File: config.mk
export PLATFORM = sky130hd
export DESIGN_NAME = acc_alu
export DESIGN_NICKNAME = d
export VERILOG_FILES = /design/src/rtl/acc_alu_pkg.sv /design/src/rtl/acc_alu_decode.sv /design/src/rtl/acc_alu_exec.sv /design/src/rtl/acc_alu_state.sv /design/src/rtl/acc_alu.sv
export SDC_FILE = /design/constraint.sdc
export NUM_CORES = 1
export LEC_CHECK = 0
export ABC_AREA = 1
export BUFFER_PORTS_ARGS = -buffer_cell sky130_fd_sc_hd__buf_4
export CORE_AREA = 2 2 60 62
export DETAILED_ROUTE_END_ITERATION = 6
export DIE_AREA = 0 0 62 64
export HOLD_SLACK_MARGIN = 0.02
export PLACE_DENSITY = 0.72
export REMOVE_ABC_BUFFERS = 1
export SYNTH_ARGS = -nofsm -noshare
export SYNTH_HDL_FRONTEND = slang
export SYNTH_HIERARCHICAL = 1
export SYNTH_SLANG_ARGS = --single-unit
File: constraint.sdc
create_clock -name clk -period 1.8 [get_ports clk]
set_input_delay 0.18 -clock clk [delete_from_list [all_inputs] [get_ports clk]]
set_output_delay 0.18 -clock clk [all_outputs]
set_load 0.005 [all_outputs]
File: src/rtl/acc_alu_pkg.sv
package acc_alu_pkg;

    localparam int OPC_W    = 8;
    localparam int SH_SMALL = 1;
    localparam int SH_BIG   = 4;

    // Operation codes the decoder recognises
    localparam logic [OPC_W-1:0] OPC_SHL1 = 8'h13;
    localparam logic [OPC_W-1:0] OPC_SHL4 = 8'h15;
    localparam logic [OPC_W-1:0] OPC_SHR1 = 8'h12;
    localparam logic [OPC_W-1:0] OPC_SHR4 = 8'h14;
    localparam logic [OPC_W-1:0] OPC_INV  = 8'h18;
    localparam logic [OPC_W-1:0] OPC_ADDI = 8'h24;
    localparam logic [3:0]       NIB_LDK  = 4'h7;
    localparam logic [3:0]       NIB_ADDR = 4'hC;

    typedef enum logic [2:0] {
        K_NONE,
        K_ADD,
        K_LDK,
        K_SHL,
        K_SHR,
        K_INV
    } op_kind_e;

    typedef struct packed {
        op_kind_e   kind;
        logic       wide;   // shift by SH_BIG instead of SH_SMALL
        logic [3:0] konst;
    } alu_ctl_t;

    // Bit order of this struct is the status port layout
    typedef struct packed {
        logic ovf;
        logic zero;
        logic carry;
        logic sign;
    } flags_t;

    function automatic alu_ctl_t decode_op(input logic vld, input logic [OPC_W-1:0] opc);
        alu_ctl_t c;
        c.kind  = K_NONE;
        c.wide  = 1'b0;
        c.konst = opc[3:0];
        if (vld) begin
            if (opc[7:4] == NIB_LDK || opc[7:4] == NIB_ADDR) begin
                c.kind = (opc[7:4] == NIB_LDK) ? K_LDK : K_ADD;
            end else begin
                case (opc)
                    OPC_ADDI: c.kind = K_ADD;
                    OPC_SHL1: c.kind = K_SHL;
                    OPC_SHL4: begin c.kind = K_SHL; c.wide = 1'b1; end
                    OPC_SHR1: c.kind = K_SHR;
                    OPC_SHR4: begin c.kind = K_SHR; c.wide = 1'b1; end
                    OPC_INV:  c.kind = K_INV;
                    default:  c.kind = K_NONE;
                endcase
            end
        end
        return c;
    endfunction

endpackage

File: src/rtl/acc_alu_decode.sv
module acc_alu_decode
    import acc_alu_pkg::*;
(
    input  logic             op_valid,
    input  logic [OPC_W-1:0] op_code,
    output alu_ctl_t         ctl
);
    always_comb ctl = decode_op(op_valid, op_code);
endmodule

File: src/rtl/acc_alu_exec.sv
module acc_alu_exec
    import acc_alu_pkg::*;
#(
    parameter int DATA_W = 8
) (
    input  alu_ctl_t          ctl,
    input  logic [DATA_W-1:0] acc_q,
    input  flags_t            flg_q,
    input  logic [DATA_W-1:0] operand,
    output logic [DATA_W-1:0] acc_d,
    output flags_t            flg_d
);
    localparam int MSB = DATA_W - 1;

    logic [DATA_W-1:0] sum;
    logic              c_out;
    logic              c_into_msb;
    logic [DATA_W-1:0] res;

    always_comb begin
        {c_out, sum} = {1'b0, acc_q} + {1'b0, operand};
        c_into_msb   = acc_q[MSB] ^ operand[MSB] ^ sum[MSB];
    end

    always_comb begin
        res   = acc_q;
        acc_d = acc_q;
        flg_d = flg_q;
        case (ctl.kind)
            K_ADD: begin
                res         = sum;
                acc_d       = sum;
                flg_d.ovf   = c_out ^ c_into_msb;
                flg_d.carry = c_out;
                flg_d.zero  = (sum == '0);
                flg_d.sign  = ~sum[MSB];
            end
            K_LDK: begin
                acc_d = DATA_W'(ctl.konst);
            end
            K_SHL, K_SHR, K_INV: begin
                if (ctl.kind == K_SHL)
                    res = ctl.wide ? (acc_q << SH_BIG) : (acc_q << SH_SMALL);
                else if (ctl.kind == K_SHR)
                    res = ctl.wide ? (acc_q >> SH_BIG) : (acc_q >> SH_SMALL);
                else
                    res = ~acc_q;
                acc_d       = res;
                flg_d.ovf   = 1'b0;
                flg_d.carry = 1'b0;
                flg_d.zero  = (res == '0);
                flg_d.sign  = (ctl.kind == K_SHR) ? 1'b1 : ~res[MSB];
            end
            default: ;
        endcase
    end
endmodule

File: src/rtl/acc_alu_state.sv
module acc_alu_state
    import acc_alu_pkg::*;
#(
    parameter int DATA_W = 8
) (
    input  logic              clk,
    input  logic              rst,
    input  logic [DATA_W-1:0] acc_d,
    input  flags_t            flg_d,
    output logic [DATA_W-1:0] acc_q,
    output flags_t            flg_q
);
    always_ff @(posedge clk) begin
        if (rst) begin
            acc_q <= '0;
            flg_q <= '0;
        end else begin
            acc_q <= acc_d;
            flg_q <= flg_d;
        end
    end
endmodule

File: src/rtl/acc_alu.sv
module acc_alu
    import acc_alu_pkg::*;
#(
    parameter int DATA_W = 8
) (
    input  logic              clk,
    input  logic              rst,
    input  logic              op_valid,
    input  logic [7:0]        op_code,
    input  logic [DATA_W-1:0] operand,
    output logic [DATA_W-1:0] acc,
    output logic [3:0]        status
);
    alu_ctl_t          ctl;
    logic [DATA_W-1:0] acc_q, acc_d;
    flags_t            flg_q, flg_d;

    acc_alu_decode u_dec (
        .op_valid (op_valid),
        .op_code  (op_code),
        .ctl      (ctl)
    );

    acc_alu_exec #(.DATA_W(DATA_W)) u_exec (
        .ctl     (ctl),
        .acc_q   (acc_q),
        .flg_q   (flg_q),
        .operand (operand),
        .acc_d   (acc_d),
        .flg_d   (flg_d)
    );

    acc_alu_state #(.DATA_W(DATA_W)) u_state (
        .clk   (clk),
        .rst   (rst),
        .acc_d (acc_d),
        .flg_d (flg_d),
        .acc_q (acc_q),
        .flg_q (flg_q)
    );

    assign acc    = acc_q;
    assign status = flg_q;   // {ovf, zero, carry, sign}
endmodule

==> run_results.csv <==
group,metric,value,unit
yosys,yosysWarnings,6,
clock_network,clk_pin_slew,0.09,ns
global_routing,gr-total-overflow,0,
job,cap_violations,0,
yosys,synth_seq_cells,12,
worst_setup_path,cp_data_arrival_time,2.12,ns
finish,layout.nets,385,
yosys,async_flop_share,0,%
power,total_power,0.000817,W
power,combPwrFrac,36.9,%
power,power.density,368,mW/mm^2
sta,fmax,529,MHz
status,status,"complete, but fails checks",
power,power_switching,0.000282,W
worst_setup_path,required,2.03,ns
routing,avgRoutedWirePerCell,12.0,microns
worst_setup_path,ff2ff_path_depth,12,
global_routing,grt_pass1_vias,1765,
place,dp_hpwl,3.70,mm
clock_network,clock_latency,0.28,ns
clock_network,cts_tree,"built",
clock_network,numCtsBuffers,3,
routing,drt_first_pass_iters,4,
sta,worst_slack,-0.0900,ns
place,gp_congestion,0.959,
die,num_rows,21,
die,io-pin-count,31,
worst_setup_path,end_kind,"register",
worst_setup_path,path_class,"reg -> reg",
clock_network,cts_hold_buf,0,
status,violations,"setup timing",
worst_setup_path,startpoint_type,"register",
routing,drt_iter0_drc,79,
sta,rsz0062_at_grt,"true",
yosys,ys_dominant_reg_cell,"dfxtp_1",
finish,areaGrowthSynthToFinish,37.8,%
yosys,avgSynthCellArea,5.44,sq um
yosys,synthCells,296,
routing,drc,0,
sta,slew_violations,0,
sta,tightestPinTransition,0.276,ns
worst_setup_path,r2r_slack,-0.09,ns
finish,fill_cells,341,
min_path,hold_depth,2,
clock_network,htree_levels,1,
finish,antenna_cells,0,
power,max-vdd-ir-drop,0.220,mV
sta,hold_violations,0,
die,floorplan.initialDensity,49.1,%
routing,route.antenna.remaining_nets,0,
power,p_seq_share,34.4,%
min_path,hold_path_class,"in -> reg",
worst_setup_path,crit_fanout,2,
routing,viasPerCell,4.98,
finish,final_util,67.6,%
clock_network,cts.sink_count,12,
routing,wirelength,4.82,mm
worst_setup_path,r2r-end,"u_state/flg_q[2]$_SDFF_PP0_",
sta,slew_headroom,81.5,%
sta,timing.final.crit_period,1.89,ns
power,p_sw_share,34.5,%
worst_setup_path,r2r_start,"u_state/acc_q[0]$_SDFF_PP0_",
routing,vias,2001,
place,io_buffers,30,
finish,drive_gt1_share,29.8,%
power,p_int,0.000535,W
yosys,synth_cell_type_count,33,
clock_network,clock_tree.buffer_depth,2,
global_routing,grt_pass1_wl,7.52,mm
die,coreArea,0.00328,sq mm
yosys,synth.cell_area,0.00161,sq mm
sta,skew,0.000955,ns
sta,period_share,105,%
global_routing,antenna_found_initial,0,
min_path,worstHoldStart,"rst",
die,die_h,64,microns
yosys,seq_area_frac_synth,14.9,%
place,post-place-ws,-0.275,ns
global_routing,grt_usage,25.1,%
min_path,hold_end,"u_state/flg_q[0]$_SDFF_PP0_",
die,die_x,62,microns
power,power.leakage,1.15,nW
worst_setup_path,critPathLaunch,"u_state/acc_q[0]$_SDFF_PP0_",
sta,setup_viol,1,
die,dieArea,0.00397,sq mm
power,clock_power_share,28.7,%
yosys,synth_edf_count,0,
global_routing,grt_max_degree,15,
sta,whs,0.156,ns
clock_network,ctsRootBufferMaster,"clkbuf_4",
[power by group through the flow]
stage          sequential [W]  clock, W  combinational [W]
4_1_cts              0.000280  0.000232           0.000281
5_1_grt              0.000282  0.000246           0.000338
6_report             0.000281  0.000235           0.000302
2_1_floorplan        0.000290         0           0.000145
3_5_place_dp         0.000286         0           0.000273
3_3_place_gp         0.000285         0           0.000271
[stage by stage]
step	std cells	TNS [ns]	area [sq um]
finish	402	-0.0900	2220
global route	402	-0.290	2220
CTS	399	-0.155	2120
detailed placement	395	-2.09	2060
global placement	395	-1.07	2060
floorplan	289	-0.242	1550
[cell type report]
class	instances	area (sq um)	share of cell area, %
clock buffer	4	36.3	1.63
inverter	48	190	8.56
multi-input combinational	229	1210	54.6
sequential	12	244	11.0
tap	46	57.6	2.59
timing repair buffer	63	480	21.6
[logic make-up (layout without fill, tap and decap cells)]
kind of cell               Yosys count  count (layout)  share of synthesized area, %
adders and majority gates            9               9                          7.45
AOI/OAI and AO/OA                   24              24                          10.1
DFF                                 12              12                          14.9
buffers and inverters               55             115                          15.2
and+or+nand+nor                    196             196                          52.3
[state kept, by name, indices dropped and copies added (netlist names)]
register / count
u_state/acc_q: 8
u_state/flg_q: 4
[cell usage after synthesis, drive strengths merged, types with 2 or more instances]
cell type	count	area (sq um)
inv	47	179
nor3	2	15.0
o211ai	4	30.0
ha	8	100
or2	2	12.5
o21ai	7	35.0
and2	2	12.5
buf	7	57.6
dfxtp	12	240
a21oi	10	72.6
nand3	27	148
nand2	113	437
nand4	8	50.1
nor2	41	161
[layout by cell type (no fill, tap or decap), drive strengths merged]
| cell | synthesis | layout |
|---|---|---|
| dfxtp | 12 | 12 |
| a21boi | 1 | 1 |
| ha | 8 | 8 |
| and2 | 2 | 2 |
| fa | 1 | 1 |
| buf | 7 | 63 |
| nand3b | 1 | 1 |
| o2111ai | 1 | 1 |
| inv | 47 | 47 |
| clkinv | 1 | 1 |
| nor3 | 2 | 2 |
| clkbuf | 0 | 4 |
| nand2 | 113 | 113 |
| nand3 | 27 | 27 |
| o21ai | 7 | 7 |
| or2 | 2 | 2 |
| nor2 | 41 | 41 |
| nand4 | 8 | 8 |
| a21oi | 10 | 10 |
| o221ai | 1 | 1 |
| o211ai | 4 | 4 |
[how the worst max path moves through the flow]
stage	endpoint	slack [ns]	cells after the start
6_report	u_state/flg_q[2]$_SDFF_PP0_	-0.09	12
5_1_grt	u_state/flg_q[2]$_SDFF_PP0_	-0.22	12
4_1_cts	u_state/flg_q[2]$_SDFF_PP0_	-0.15	12
3_5_place_dp	u_state/flg_q[2]$_SDFF_PP0_	-0.28	17
3_3_place_gp	u_state/flg_q[2]$_SDFF_PP0_	-0.22	13
2_1_floorplan	u_state/flg_q[2]$_SDFF_PP0_	-0.13	17
[worst max-delay path: stages (launching register included)]
cell	delay, ns
dfxtp_2	0.36
ha_4	0.13
fa_2	0.44
or2_4	0.24
nor2_2	0.07
nand3_1	0.06
nor2_1	0.10
nand2_1	0.06
nor2_1	0.11
nand2_1	0.08
nand3_1	0.07
inv_1	0.04
nor2_1	0.07
[routing by layer]
layer / part of all wire (%) / GRT usage (%)
met1: 43 / 31.9
met4: 1.5 / 8.78
met3: 6.1 / 3.85
met5: 0 / 0
met2: 49 / 41.5
[repair_timing]
action,in CTS,in global routing
endpoints found under the hold margin,0,0
setup buffers,0,3
endpoints found under the setup margin,3,12
pin swaps,8,15
resized for setup,7,27
No activity file was read; power rests on OpenSTA's default activity.
